**src/rtl/hbs_pkg.sv**
```systemverilog
package hbs_pkg;
  typedef enum logic [1:0] {
    REG_CTRL  = 2'd0,
    REG_STAT  = 2'd1,
    REG_DATA  = 2'd2,
    REG_HSTAT = 2'd3
  } reg_sel_e;

  localparam int unsigned CTRL_EN   = 0;
  localparam int unsigned CTRL_DIR  = 1;
  localparam int unsigned STAT_OVF  = 3;
  localparam int unsigned HST_READY = 2;
  localparam logic [7:0]  CTRL_MASK = 8'hF3;
endpackage

```
**src/rtl/hbs_sync.sv**
```systemverilog
module hbs_sync #(
  parameter int unsigned STAGES = 2,
  parameter int unsigned DW     = 8
) (
  input  logic          clk_i,
  input  logic          rst_ni,
  input  logic          cs_ni,
  input  logic          rd_ni,
  input  logic          wr_ni,
  input  logic          a0_i,
  input  logic [DW-1:0] d_i,
  output logic          wr_evt_o,
  output logic          wr_a0_o,
  output logic [DW-1:0] wr_data_o,
  output logic          rd_evt_o,
  output logic          rd_a0_o
);
  localparam int unsigned NSIG = 3;

  logic [NSIG-1:0] raw, synced;
  assign raw = {cs_ni, rd_ni, wr_ni};

  for (genvar i = 0; i < NSIG; i++) begin : g_sync
    logic [STAGES-1:0] chain;
    always_ff @(posedge clk_i or negedge rst_ni) begin
      if (!rst_ni) chain <= '1;
      else         chain <= {chain[STAGES-2:0], raw[i]};
    end
    assign synced[i] = chain[STAGES-1];
  end

  logic wr_act, rd_act, wr_act_q, rd_act_q;
  assign wr_act = ~synced[2] & ~synced[0];
  assign rd_act = ~synced[2] & ~synced[1];

  always_ff @(posedge clk_i or negedge rst_ni) begin
    if (!rst_ni) begin
      wr_act_q  <= 1'b0;
      rd_act_q  <= 1'b0;
      wr_a0_o   <= 1'b0;
      wr_data_o <= '0;
      rd_a0_o   <= 1'b0;
    end else begin
      wr_act_q <= wr_act;
      rd_act_q <= rd_act;
      // pins are stable while the strobe is held low
      if (wr_act) begin
        wr_a0_o   <= a0_i;
        wr_data_o <= d_i;
      end
      if (rd_act) rd_a0_o <= a0_i;
    end
  end

  assign wr_evt_o = wr_act_q & ~wr_act;
  assign rd_evt_o = rd_act_q & ~rd_act;

  a_r3_single_wr_evt: assert property (@(posedge clk_i) disable iff (!rst_ni)
    wr_evt_o |=> !wr_evt_o);
  a_r4_single_rd_evt: assert property (@(posedge clk_i) disable iff (!rst_ni)
    rd_evt_o |=> !rd_evt_o);
endmodule

```
**src/rtl/hbs_fifo.sv**
```systemverilog
module hbs_fifo #(
  parameter int unsigned DEPTH = 16,
  parameter int unsigned DW    = 8
) (
  input  logic          clk_i,
  input  logic          rst_ni,
  input  logic          flush_i,
  input  logic          push_i,
  input  logic [DW-1:0] push_data_i,
  input  logic          pop_i,
  output logic [DW-1:0] head_o,
  output logic          empty_o,
  output logic          full_o,
  output logic          half_o
);
  localparam int unsigned AW = $clog2(DEPTH);
  localparam int unsigned CW = AW + 1;
  localparam logic [CW-1:0] FULL_CNT = CW'(DEPTH);
  localparam logic [CW-1:0] HALF_CNT = CW'(DEPTH / 2);
  localparam logic [AW-1:0] LAST     = AW'(DEPTH - 1);

  logic [DW-1:0] mem [DEPTH];
  logic [AW-1:0] wr_ptr, rd_ptr;
  logic [CW-1:0] count;
  logic          do_push, do_pop;

  assign empty_o = (count == '0);
  assign full_o  = (count == FULL_CNT);
  assign half_o  = (count >= HALF_CNT);
  assign head_o  = empty_o ? '0 : mem[rd_ptr];

  assign do_push = push_i & ~full_o & ~flush_i;
  assign do_pop  = pop_i & ~empty_o & ~flush_i;

  always_ff @(posedge clk_i) begin
    if (do_push) mem[wr_ptr] <= push_data_i;
  end

  always_ff @(posedge clk_i or negedge rst_ni) begin
    if (!rst_ni) begin
      wr_ptr <= '0;
      rd_ptr <= '0;
      count  <= '0;
    end else if (flush_i) begin
      wr_ptr <= '0;
      rd_ptr <= '0;
      count  <= '0;
    end else begin
      if (do_push) wr_ptr <= (wr_ptr == LAST) ? '0 : wr_ptr + 1'b1;
      if (do_pop)  rd_ptr <= (rd_ptr == LAST) ? '0 : rd_ptr + 1'b1;
      case ({do_push, do_pop})
        2'b10:   count <= count + 1'b1;
        2'b01:   count <= count - 1'b1;
        default: count <= count;
      endcase
    end
  end

  a_r3_count_up: assert property (@(posedge clk_i) disable iff (!rst_ni)
    (push_i && !pop_i && !full_o && !flush_i) |=> count == $past(count) + 1'b1);
  a_r7_no_overflow: assert property (@(posedge clk_i) disable iff (!rst_ni)
    (full_o && push_i && !pop_i && !flush_i) |=> full_o);
  a_r10_push_pop_same: assert property (@(posedge clk_i) disable iff (!rst_ni)
    (push_i && pop_i && !full_o && !empty_o && !flush_i) |=> $stable(count));
  a_r9_flush_empties: assert property (@(posedge clk_i) disable iff (!rst_ni)
    flush_i |=> empty_o);
endmodule

```
**src/rtl/hbs_csr.sv**
```systemverilog
module hbs_csr
  import hbs_pkg::*;
(
  input  logic       clk_i,
  input  logic       rst_ni,
  input  logic [1:0] reg_addr_i,
  input  logic       reg_wr_i,
  input  logic [7:0] reg_wdata_i,
  input  logic [7:0] head_i,
  input  logic       empty_i,
  input  logic       full_i,
  input  logic       half_i,
  input  logic       ovf_evt_i,
  output logic [7:0] ctrl_o,
  output logic [7:0] hstat_o,
  output logic [7:0] rdata_o,
  output logic       irq_o
);
  logic       ovf_q, ready_q, en, ovf_clr;
  logic [3:0] flags;
  logic [7:0] stat;

  assign en      = ctrl_o[CTRL_EN];
  assign ovf_clr = reg_wr_i && (reg_addr_i == REG_STAT) && reg_wdata_i[STAT_OVF];
  assign flags   = {ovf_q, half_i, full_i, empty_i};
  assign stat    = {4'b0, flags};
  assign hstat_o = {5'b0, ready_q, full_i, empty_i};

  always_ff @(posedge clk_i or negedge rst_ni) begin
    if (!rst_ni) begin
      ctrl_o  <= '0;
      ovf_q   <= 1'b0;
      ready_q <= 1'b0;
      irq_o   <= 1'b0;
    end else begin
      if (reg_wr_i && reg_addr_i == REG_CTRL) ctrl_o <= reg_wdata_i & CTRL_MASK;
      if (!en) begin
        ovf_q   <= 1'b0;
        ready_q <= 1'b0;
      end else begin
        if (ovf_evt_i)    ovf_q <= 1'b1;
        else if (ovf_clr) ovf_q <= 1'b0;
        if (reg_wr_i && reg_addr_i == REG_HSTAT) ready_q <= reg_wdata_i[HST_READY];
      end
      irq_o <= en & |(flags & ctrl_o[7:4]);
    end
  end

  always_comb begin
    unique case (reg_addr_i)
      REG_CTRL: rdata_o = ctrl_o;
      REG_STAT: rdata_o = stat;
      REG_DATA: rdata_o = head_i;
      default:  rdata_o = hstat_o;
    endcase
  end

  a_r7_ovf_sticky: assert property (@(posedge clk_i) disable iff (!rst_ni)
    (ovf_q && en && !ovf_clr && !(reg_wr_i && reg_addr_i == REG_CTRL)) |=> ovf_q);
  a_r7_ovf_set: assert property (@(posedge clk_i) disable iff (!rst_ni)
    (ovf_evt_i && en && !(reg_wr_i && reg_addr_i == REG_CTRL)) |=> ovf_q);
  a_r8_irq_quiet: assert property (@(posedge clk_i) disable iff (!rst_ni)
    !en |=> !irq_o);
  a_r9_flags_cleared: assert property (@(posedge clk_i) disable iff (!rst_ni)
    !en |=> (!ovf_q && !ready_q));
endmodule

```
**src/rtl/host_bus_slave.sv**
```systemverilog
module host_bus_slave
  import hbs_pkg::*;
#(
  parameter int unsigned DEPTH       = 16,
  parameter int unsigned SYNC_STAGES = 2
) (
  input  logic       clk_i,
  input  logic       rst_ni,
  input  logic       host_cs_ni,
  input  logic       host_rd_ni,
  input  logic       host_wr_ni,
  input  logic       host_a0_i,
  input  logic [7:0] host_d_i,
  output logic [7:0] host_d_o,
  output logic       host_d_oe_o,
  input  logic [1:0] reg_addr_i,
  input  logic       reg_wr_i,
  input  logic       reg_rd_i,
  input  logic [7:0] reg_wdata_i,
  output logic [7:0] reg_rdata_o,
  output logic       irq_o
);
  logic       wr_evt, wr_a0, rd_evt, rd_a0;
  logic [7:0] wr_data, head, ctrl, hstat, push_data;
  logic       empty, full, half, push, pop, en, dir, host_push;

  hbs_sync #(.STAGES(SYNC_STAGES), .DW(8)) i_sync (
    .clk_i, .rst_ni,
    .cs_ni(host_cs_ni), .rd_ni(host_rd_ni), .wr_ni(host_wr_ni),
    .a0_i(host_a0_i), .d_i(host_d_i),
    .wr_evt_o(wr_evt), .wr_a0_o(wr_a0), .wr_data_o(wr_data),
    .rd_evt_o(rd_evt), .rd_a0_o(rd_a0)
  );

  assign en        = ctrl[CTRL_EN];
  assign dir       = ctrl[CTRL_DIR];
  assign host_push = en & ~dir & wr_evt & ~wr_a0;
  assign push      = dir ? (en & reg_wr_i & (reg_addr_i == REG_DATA)) : host_push;
  assign push_data = dir ? reg_wdata_i : wr_data;
  assign pop       = en & (dir ? (rd_evt & ~rd_a0) : (reg_rd_i & (reg_addr_i == REG_DATA)));

  hbs_fifo #(.DEPTH(DEPTH), .DW(8)) i_fifo (
    .clk_i, .rst_ni,
    .flush_i(~en), .push_i(push), .push_data_i(push_data), .pop_i(pop),
    .head_o(head), .empty_o(empty), .full_o(full), .half_o(half)
  );

  hbs_csr i_csr (
    .clk_i, .rst_ni,
    .reg_addr_i, .reg_wr_i, .reg_wdata_i,
    .head_i(head), .empty_i(empty), .full_i(full), .half_i(half),
    .ovf_evt_i(host_push & full),
    .ctrl_o(ctrl), .hstat_o(hstat), .rdata_o(reg_rdata_o), .irq_o
  );

  assign host_d_o    = host_a0_i ? hstat : head;
  assign host_d_oe_o = en & ~host_cs_ni & ~host_rd_ni;

  a_r5_status_read_no_pop: assert property (@(posedge clk_i) disable iff (!rst_ni)
    (rd_evt && rd_a0 && !(reg_rd_i && reg_addr_i == REG_DATA) && !reg_wr_i) |=> $stable(empty));
endmodule

```
**config.mk**
```make
export PLATFORM = sky130hd
export DESIGN_NAME = host_bus_slave
export DESIGN_NICKNAME = d
export VERILOG_FILES = /design/src/rtl/hbs_pkg.sv /design/src/rtl/hbs_sync.sv /design/src/rtl/hbs_fifo.sv /design/src/rtl/hbs_csr.sv /design/src/rtl/host_bus_slave.sv
export SDC_FILE = /design/constraint.sdc
export NUM_CORES = 1
export LEC_CHECK = 0
export ABC_AREA = 1
export BUFFER_PORTS_ARGS = -buffer_cell sky130_fd_sc_hd__buf_2
export CAP_MARGIN = 20
export CELL_PAD_IN_SITES_DETAIL_PLACEMENT = 1
export CELL_PAD_IN_SITES_GLOBAL_PLACEMENT = 2
export CORE_MARGIN = 3
export CORE_UTILIZATION = 39
export CTS_BUF_LIST = sky130_fd_sc_hd__clkbuf_16
export DETAILED_ROUTE_END_ITERATION = 8
export GPL_TIMING_DRIVEN = 0
export MAX_ROUTING_LAYER = met4
export PLACE_DENSITY = 0.84
export REMOVE_ABC_BUFFERS = 1
export SLEW_MARGIN = 0
export SYNTH_ARGS = -nofsm -noshare
export SYNTH_HDL_FRONTEND = slang
export SYNTH_SLANG_ARGS = --single-unit
```
**constraint.sdc**
```tcl
create_clock -name clk_i -period 2.5 [get_ports clk_i]
set_input_delay 0.5 -clock clk_i [delete_from_list [all_inputs] [get_ports clk_i]]
set_output_delay 0.5 -clock clk_i [all_outputs]
set_load 0.005 [all_outputs]
```
# After elaboration in Yosys (flattened, before gate mapping)
# Memory sizes are Yosys's and may differ from the RTL's.
# Index checks and enable logic that the tools add are counted.
[word_totals]
reg_bits = 40
latchBits = 0
mem_bits_rw = 128
rom_bits = 0
input_bits = 26
output_inout_bits = 18
elab_cells = 95
memories = 1
[op_classes]
n_addsub = 4
multipliers = 0
div = 0
order_cmp = 1
eq_ne = 13
n_shift = 0
n_mux = 21
bitwise_logic = 33
reduce_logical = 7
[memory_table]
columns = ["memory", "depth", "width", "read_ports", "rd_clocked_by_memory_dff", "write_ports", "line", "text"]
rows = [
  ["i_fifo.mem", 16, 8, 1, 0, 1, "hbs_fifo.sv:22", "logic [DW-1:0] mem [DEPTH];"],
]
[ops]
columns = ["operator", "n"]
rows = [
  ["4-bit two-way mux", 6],
  ["8-bit two-way mux", 3],
  ["8-bit case mux with 3 select lines", 1],
  ["1-bit AND", 20],
  ["1-bit inverter", 12],
  ["5-bit case mux with 2 select lines", 1],
  ["1-bit two-way mux", 9],
  ["4-bit by 1-bit adder with 4-bit output (second input constant)", 2],
  ["4-bit equality test (second input constant)", 2],
  ["2-bit equality test (second input constant)", 3],
  ["2-bit inequality test (second input constant)", 3],
  ["5-bit by 1-bit adder with 5-bit output (second input constant)", 1],
  ["5-bit equality test (second input constant)", 1],
  ["5-bit by 4-bit >= comparator with 1-bit output (second input constant)", 1],
  ["5-bit zero test", 1],
  ["5-bit two-way mux", 1],
  ["5-bit by 1-bit subtractor with 5-bit output (second input constant)", 1],
  ["4-bit AND", 1],
  ["2-bit by 1-bit equality test with 1-bit output (second input constant)", 2],
  ["1-bit logical AND", 4],
  ["4-bit OR reduction", 1],
  ["3-bit by 2-bit inequality test with 1-bit output (second input constant)", 1],
  ["3-bit inequality test (second input constant)", 1],
  ["2-bit zero test", 1],
]

# Longest topological paths before layout
# Gate-level depths: netlist of run 1.
[logic_depth]
ltp_word = 12
depth_mapped = 12
mapped_depth_nobuf = 12

# By module
# From an unflattened synthesis of run 1, not the netlist that was laid out.
[hier_totals]
hier_cells = 701
hier_area_um2 = 7528.5
[by_module_without_submodules]
columns = ["module", "n_inst", "cells_per_inst", "area_per_inst_um2", "seq_area_each_um2"]
rows = [
  ["hbs_fifo", 1, 477, 5952.0, 4169.0],
  ["hbs_sync", 1, 57, 645.6, 457.9],
  ["hbs_csr", 1, 95, 610.6, 225.2],
  ["host_bus_slave", 1, 72, 320.3, 0.0],
]

# Least setup slack after synthesis of run 1
# OpenSTA, ideal clock, no wires.
[synth_timing]
path_kind = "in2reg"
startpoint = "input port reg_addr_i[1]"
endpoint = "register i_fifo.count[4]"
t_arrival_ns = 2.186
t_required_ns = 2.374
slack_ns = 0.188
cell_stages = 12
path_buffers = 0
path_cell_list = "inv_2 nor2_4 nand2_1 nand2_1 nand3_1 nor2_4 ha_1 inv_1 fa_1 o21ai_0 xor2_1 o22ai_1"
[synth_via]
elab_chain_cells = 9
elab_cells_between_ends = 15
classes_between = "eq/ne (4); mux (4); bitwise (7)"
[synth_rtl]
columns = ["item", "line", "text"]
rows = [
  ["from (decl)", "host_bus_slave.sv:16", "input logic [1:0] reg_addr_i,"],
  ["2-bit equality test (*)", "host_bus_slave.sv:38, host_bus_slave.sv:40", ""],
  ["1-bit AND", "host_bus_slave.sv:40", "assign pop = en & (dir ? (rd_evt & ~rd_a0) : (reg_rd_i & (reg_addr_i == REG_DATA)));"],
  ["1-bit two-way mux", "host_bus_slave.sv:40", ""],
  ["1-bit AND", "host_bus_slave.sv:40", ""],
  ["1-bit AND (2 in series)", "hbs_fifo.sv:33", "assign do_pop = pop_i & ~empty_o & ~flush_i;"],
  ["2-bit by 1-bit equality test with 1-bit output or 2-bit equality test (tied branches)", "hbs_fifo.sv:51", "case ({do_push, do_pop})"],
  ["5-bit case mux with 2 select lines", "hbs_fifo.sv:51", ""],
  ["5-bit two-way mux", "hbs_fifo.sv:44", "end else if (flush_i) begin"],
  ["to (signal assigned)", "hbs_fifo.sv:52", "2'b10: count <= count + 1'b1;"],
  ["to (signal assigned)", "hbs_fifo.sv:53", "2'b01: count <= count - 1'b1;"],
  ["to (signal assigned)", "hbs_fifo.sv:54", "default: count <= count;"],
  ["to (decl)", "hbs_fifo.sv:24", "logic [CW-1:0] count;"],
]
# Every way passes the cells marked *; elsewhere a longest branch is shown, timed or not.
# A chain may end at the register's enable or synchronous reset.

# Worst setup path after layout of run 1
[layout_timing]
startpoint = "register i_fifo.rd_ptr[0]"
endpoint = "output port host_d_o[7]"
[layout_via]
elab_chain_cells = 3
[layout_rtl]
columns = ["item", "line", "text"]
rows = [
  ["from (decl)", "hbs_fifo.sv:23", "logic [AW-1:0] wr_ptr, rd_ptr;"],
  ["from (signal assigned)", "hbs_fifo.sv:50", "if (do_pop) rd_ptr <= (rd_ptr == LAST) ? '0 : rd_ptr + 1'b1;"],
  ["memory read 16 x 8 bit", "-", ""],
  ["8-bit two-way mux", "hbs_fifo.sv:30", "assign head_o = empty_o ? '0 : mem[rd_ptr];"],
  ["8-bit two-way mux", "host_bus_slave.sv:56", "assign host_d_o = host_a0_i ? hstat : head;"],
  ["to (decl)", "host_bus_slave.sv:14", "output logic [7:0] host_d_o,"],
]
# Every way passes these cells.

==> impl_metrics.csv, run 1 <==
group,metric,value,unit
setup_path,worst-path-buf-inv,5,
detailed_routing,drt_wl_total,23000,microns
power_and_ir_drop,netSwitchingFraction,32.1,%
sta,max_freq,0.370,GHz
detailed_routing,drt-initial-drc-count,306,
power_and_ir_drop,p_leak,4.42,nW
sta,final.period_utilization,108,%
flow_run,maxCapViolCount,0,
sta,tightest_slew,0.948,ns
synthesis,synthMuxAreaShare,0.579,%
outcome,status,"finished with violations",
placement,placed_cell_area,8330,sq um
setup_path,crit_required,2.00,ns
setup_path,cp_num_cells,13,
detailed_routing,drt_pass1_iterations,5,
power_and_ir_drop,vdd_ir_drop_max,0.000508,V
clocking,ctsHtreeMaxLevel,4,
synthesis,syn_inst,830,
synthesis,syn_area_per_cell,9.37,sq um
floorplanning,io-pin-count,44,
global_routing,overflow,0,
sta,hold_viol,0,
synthesis,ys_warn_count,0,
sta,final.setup_skew,0.00586,ns
synthesis,synth-seq-cells,168,
global_routing,grt_max_degree,41,
finish,drive_above_1_share,29.8,%
setup_path,cp_common_cell,"nand2_2",
sta,tns,-2.78,ns
power_and_ir_drop,power_frac_comb,26.1,%
synthesis,synth-simple-area-share,22.0,%
setup_path,path_cells,"buf_16 -> inv_16 -> buf_12 -> buf_16 -> nand2_4 -> nand2_2 -> nand2_2 -> nand3_2 -> nand3_2 -> nand2_4 -> nand2_2 -> nor2_2 -> buf_2",
clocking,clock_path_buffers,2,
sta,slew_headroom,36.8,%
sta,grt_setup_unrepaired,"true",
min_path,min_path_type,"in2reg",
finish,nets,940,
global_routing,grt_pass1_wl,35000,microns
sta,fin_crit,2.71,ns
clocking,cts_buffers,17,
power_and_ir_drop,total_power,0.00796,W
placement,portBuffers,43,
clocking,root_buffer,"clkbuf_16",
setup_path,crit_arrival,2.21,ns
floorplanning,rows,51,
detailed_routing,wl_per_cell,19.4,microns
finish,final_area,9920,sq um
setup_path,r2r_start,"i_sync.g_sync[2].chain[1]$_DFF_PN1_",
power_and_ir_drop,powerDensity,802,nW/um^2
finish,layout.cells.non_filler,1183,
floorplanning,die-area,21700,sq um
finish,post-route-util,50.8,%
setup_path,rrSetupSlack,0.14,ns
min_path,hold_start,"host_wr_ni",
power_and_ir_drop,p_int,0.00540,W
synthesis,synth_compound_area_share,2.88,%
finish,final_cell_mix,"nand2_1 (206), inv_1 (145), edfxtp_1 (128)",
power_and_ir_drop,switching_power,0.00256,W
synthesis,yosysUniqueCellTypes,30,
setup_path,path_class,"reg2out",
placement,routabilityCongestion,0.803,
setup_path,critical-path-top-delay-family,"buffers and inverters",
sta,worst_slack,-0.206,ns
placement,dp_hpwl,13800,microns
setup_path,cp_slowest_stage_delay,0.51,ns
clocking,cts_tree,"built",
synthesis,synth-xor-area-share,0.900,%
min_path,hold_end,"i_sync.g_sync[0].chain[0]$_DFF_PN1_",
power_and_ir_drop,power_frac_seq,41.0,%
global_routing,grt_pass1_vias,6085,
sta,drv_slew,0,
sta,setup_viol,16,
min_path,min_path_cells,1,
global_routing,grt.total_usage,22.1,%
clocking,cts.sinks,168,
clocking,clkSlewWorstSetupHoldPaths,0.07,ns
finish,area_growth,27.4,%
finish,fill_cells,2203,
clocking,postCtsHoldBufs,0,
power_and_ir_drop,clockPowerShare,32.9,%
setup_path,end_kind,"output pin",
detailed_routing,drtAntennaViolNets,0,
setup_path,critical_path.max_fanout,6,
finish,layout_commonest_cell,"nand2_1",
synthesis,synth_top_family_by_area,"simple AND/OR/NAND/NOR gates",
global_routing,antenna_found_initial,1,
synthesis,syn_area,7780,sq um
setup_path,reg2reg_to,"i_fifo.mem[2][4]$_DFFE_PP_",
floorplanning,floorplan.initialDensity,39.9,%
floorplanning,fp.dieW,147,microns
detailed_routing,avgViaCountPerCell,4.95,
clocking,clk_latency,0.43,ns
setup_path,start_kind,"register",
setup_path,slowest_stage,"dfrtp_4",
floorplanning,die_y,147,microns
synthesis,yosysSeqAreaShare,62.4,%
setup_path,r2r_cells,8,
synthesis,yosys.area_share.adder,1.70,%
placement,dp_cells,1120,
detailed_routing,vias,5851,
outcome,violations,"setup timing",
floorplanning,core,19500,sq um
detailed_routing,drc,0,
## kinds of logic (layout without fill, tap and decap cells)
logic type	count (synthesis)	count (layout)
AOI/OAI and AO/OA	41	41
DFF	168	168
muxes	4	4
other	0	1
adders and majority gates	10	10
buffers and inverters	187	274
xor gates and xnor gates	8	8
and+or+nand+nor	412	412
## how the worst max path moves through the flow
stage	startpoint	endpoint	slack [ns]
2_1_floorplan	i_fifo.rd_ptr[0]$_DFFE_PN0P_	host_d_o[3]	-0.65
3_3_place_gp	i_fifo.rd_ptr[0]$_DFFE_PN0P_	reg_rdata_o[2]	-2.71
3_5_place_dp	i_fifo.rd_ptr[0]$_DFFE_PN0P_	host_d_o[0]	-0.58
4_1_cts	i_fifo.rd_ptr[0]$_DFFE_PN0P_	host_d_o[2]	-0.19
5_1_grt	i_fifo.rd_ptr[0]$_DFFE_PN0P_	host_d_o[2]	-0.28
6_report	i_fifo.rd_ptr[0]$_DFFE_PN0P_	host_d_o[7]	-0.21
## registers in the layout (all words and copies together), names as in the netlist
register             flops
i_csr.ctrl_o             6
i_csr.irq_o              1
i_csr.ovf_q              1
i_csr.ready_q            1
i_fifo.count             5
i_fifo.mem             128
i_fifo.rd_ptr            4
i_fifo.wr_ptr            4
i_sync.g_sync.chain      6
i_sync.rd_a0_o           1
i_sync.rd_act_q          1
i_sync.wr_a0_o           1
i_sync.wr_act_q          1
i_sync.wr_data_o         8
## cells in the mapped netlist
cell type,number,area [sq um]
nand2_1,269,1010
inv_1,154,578
edfxtp_1,128,3840
nand3_1,104,521
dfrtp_1,34,851
nor2_1,27,101
o21ai_0,20,100
buf_2,14,70.1
clkbuf_1,9,33.8
ha_1,9,113
a21oi_1,8,40.0
dfstp_2,6,158
xor2_1,6,52.6
a22oi_1,4,30.0
buf_4,4,30.0
mux2_1,4,45.0
nand4_1,4,25.0
nor2_2,4,25.0
o21ai_1,4,20.0
inv_2,3,11.3
o22ai_1,3,18.8
clkinv_1,2,7.51
nor2_4,2,22.5
xnor2_1,2,17.5
a31oi_1,1,6.26
buf_6,1,11.3
fa_1,1,20.0
nand2_2,1,6.26
nor3_1,1,5.00
o2bb2ai_1,1,8.76
## cell type report
class	count	area [sq um]	area share (%)
Inverter	159	618	6.23
Multi-Input combinational cell	475	2740	27.6
Timing Repair Buffer	82	774	7.81
Antenna cell	1	2.50	0.0252
Tap cell	265	332	3.34
Sequential cell	168	4860	49.1
Timing Repair inverter	1	8.76	0.0883
Clock buffer	17	425	4.29
Clock inverter	15	155	1.56
## what timing repair did
item / 4_1_cts / 5_1_grt
buffers inserted: 21 / 2
pin swaps: 25 / 31
cloned: 7 / 1
setup endpoints to repair: 140 / 97
gates resized for setup: 99 / 80
## per-stage QoR
stage          setup slack, ns  hold slack (ns)
2_1_floorplan           -0.650            0.204
6_report                -0.206            0.158
4_1_cts                 -0.193            0.141
3_3_place_gp             -2.71            0.346
5_1_grt                 -0.275            0.146
3_5_place_dp            -0.585            0.351
## power by group through the flow
stage          Clock (W)  Sequential [W]  Combinational [W]
3_3_place_gp           0         0.00342            0.00120
2_1_floorplan          0         0.00335           0.000724
4_1_cts          0.00266         0.00326            0.00190
5_1_grt          0.00275         0.00327            0.00224
3_5_place_dp           0         0.00338            0.00131
6_report         0.00261         0.00326            0.00208
## worst register-to-register path: cells and delay by family (launching register included)
family / cells / cell delay, ns
AND/OR/NAND/NOR: 7 / 1.28
flip-flops: 1 / 0.56
buffers and inverters: 1 / 0.17
## per-layer routing
layer | part of all wire [%] | vias up | GRT usage (%)
met4 | 1.7 | 0 | 6.90
li1 | - | 2781 | -
met3 | 3.4 | 25 | 2.96
met1 | 45 | 2930 | 29.5
met2 | 49 | 115 | 35.4
met5 | 0 | - | -
Power figures use the tool's default switching activity.
==> run 2, diff against run 1 <==
Settings changed: GPL_TIMING_DRIVEN 0 to default, PLACE_DENSITY 0.84 to default, PLACE_DENSITY_LB_ADDON from default to 0.08.
==> run 2 against run 1 <==
Effect of this change:
- the run still ends with setup timing left
- clock-buffer cell count is the same
- register-to-register slack is essentially flat
- final area grew 1.5%
- sequential power is essentially flat
- cell count grew 1.7%
- global-route usage grew 0.78 points
==> impl_metrics.csv, run 2 (synthesis results as in run 1) <==
group,metric,value,unit
power_and_ir_drop,switching_power,0.00247,W
floorplanning,die-area,21700,sq um
flow_run,maxCapViolCount,0,
setup_path,end_kind,"output pin",
finish,n_antenna_cell,0,
detailed_routing,drtAntennaViolNets,0,
power_and_ir_drop,power_frac_seq,40.7,%
clocking,cts_buffers,17,
power_and_ir_drop,vdd_ir_drop_max,0.000585,V
sta,max_freq,0.392,GHz
finish,largest_register_ffs,128,
finish,top_regs,"i_fifo.mem: 128 flops, i_sync.wr_data_o: 8 flops",
clocking,clock_path_buffers,2,
finish,area_growth,29.3,%
detailed_routing,drt_pass1_iterations,5,
placement,dp_slack,-0.0317,ns
clocking,cts.sinks,168,
placement,dp_hpwl,15100,microns
clocking,clk_latency,0.44,ns
setup_path,crit_arrival,2.05,ns
global_routing,antenna_found_initial,0,
floorplanning,io-pin-count,44,
detailed_routing,drc,0,
floorplanning,rows,51,
clocking,clkSlewWorstSetupHoldPaths,0.07,ns
clocking,cts_tree,"built",
finish,drive_above_1_share,30.3,%
global_routing,overflow,0,
power_and_ir_drop,clockPowerShare,34.3,%
clocking,ctsHtreeMaxLevel,4,
finish,nets,961,
finish,largest_register,"i_fifo.mem",
outcome,status,"finished with violations",
global_routing,grt_max_degree,41,
global_routing,grt.total_usage,22.9,%
sta,tightest_slew,0.670,ns
sta,drv_slew,0,
outcome,violations,"setup timing",
sta,slew_headroom,55.4,%
setup_path,r2r_cells,12,
floorplanning,die_y,147,microns
sta,holdWs,0.135,ns
setup_path,crit_required,2.00,ns
sta,grt_setup_unrepaired,"true",
sta,final.period_utilization,102,%
finish,final_area,10100,sq um
setup_path,start_kind,"register",
power_and_ir_drop,powerDensity,793,nW/um^2
global_routing,grt_pass1_wl,36200,microns
global_routing,grt_pass1_vias,6348,
power_and_ir_drop,p_int,0.00551,W
detailed_routing,avgViaCountPerCell,4.99,
clocking,root_buffer,"clkbuf_16",
sta,worst_slack,-0.0510,ns
setup_path,critical_path.max_fanout,6,
finish,final_cell_mix,"nand2_1 (205), inv_1 (146), edfxtp_1 (128)",
sta,setup_viol,16,
power_and_ir_drop,netSwitchingFraction,30.9,%
power_and_ir_drop,power_frac_comb,25.0,%
floorplanning,core,19500,sq um
detailed_routing,wl_per_cell,19.8,microns
min_path,min_path_type,"in2async",
placement,placed_cell_area,8570,sq um
power_and_ir_drop,p_leak,4.58,nW
finish,layout_commonest_cell,"nand2_1",
clocking,postCtsHoldBufs,0,
sta,final.setup_skew,0.0103,ns
placement,portBuffers,43,
detailed_routing,drt_wl_total,23800,microns
floorplanning,fp.dieW,147,microns
finish,fill_cells,2187,
setup_path,path_class,"reg2out",
placement,routabilityCongestion,0.843,
floorplanning,floorplan.initialDensity,39.9,%
sta,fin_crit,2.55,ns
detailed_routing,drt-initial-drc-count,376,
detailed_routing,vias,5997,
sta,hold_viol,0,
## run 2: cell count changes in the layout (fill, tap and decap cells not counted), sizes merged
cell / delta
inv: -5
clkinv: +2
diode: -1
buf: +20
clkbuf: +2
bufinv: +2
## run 2: per-stage QoR
stage	utilization (%)	std cells	setup TNS, ns	total power [W]
floorplan	-	802	-10.18	0.00407
global placement	43.9	1154	0	0.00474
detailed placement	43.9	1154	-0.0317	0.00479
CTS	49.9	1200	-0.136	0.00789
global route	51.5	1203	-2.06	0.00832
finish	51.5	1203	-0.541	0.00798
## run 2: final timing paths
kind / startpoint / endpoint / slack (ns)
max: i_fifo.rd_ptr[0]$_DFFE_PN0P_ / host_d_o[5] / -0.05
min: rst_ni / i_sync.rd_act_q$_DFF_PN0_ / 0.13
max reg2reg: i_sync.g_sync[2].chain[1]$_DFF_PN1_ / i_fifo.count[4]$_DFFE_PN0P_ / 0.13
min reg2reg: i_sync.g_sync[2].chain[0]$_DFF_PN1_ / i_sync.g_sync[2].chain[1]$_DFF_PN1_ / 0.36
max in group asynchronous: rst_ni / i_fifo.rd_ptr[1]$_DFFE_PN0P_ / 1.96
min in group clk_i: host_wr_ni / i_sync.g_sync[0].chain[0]$_DFF_PN1_ / 0.16
## run 2: critical path, stage by stage (launching register included)
cell       delay (ns)
dfrtp_2          0.43
clkinv_4         0.10
buf_12           0.16
clkbuf_16        0.17
nand2_2          0.05
nand3_1          0.06
nand2_1          0.07
nand2_1          0.05
nand2_1          0.08
inv_2            0.06
nand2_2          0.10
nand2_2          0.07
nor2_2           0.08
buf_2            0.12
## run 2: area by class of cell
class                   count  area, sq um  area share (%)
clock buffers              17          425            4.23
clock inverters            15          174            1.73
inverters                 159          604            6.00
multi-input cells         475         2670            26.5
flip-flops and latches    168         4850            48.2
well taps                 265          332            3.29
repair buffers            104         1010            10.0
## run 2: timing repair
action | CTS | global route
pin swaps | 22 | 35
endpoints found under the setup margin | 16 | 17
gates cloned | 8 | 3
buffers inserted | 6 | 0
gates resized for setup | 91 | 68
## run 2: layer usage
metal	vias up	GRT usage [%]	part of all wire (%)
met1	3046	30.5	47
li1	2825	-	-
met2	91	36.8	48
met4	0	6.06	2.1
met5	-	-	0
met3	35	3.64	2.9
## run 2: power groups by stage
stage	clock network (W)	logic [W]	registers [W]
CTS	0.00277	0.00187	0.00325
global route	0.00290	0.00216	0.00326
detailed placement	0	0.00148	0.00331
global placement	0	0.00144	0.00330
floorplan	0	0.000724	0.00335
finish	0.00273	0.00200	0.00325
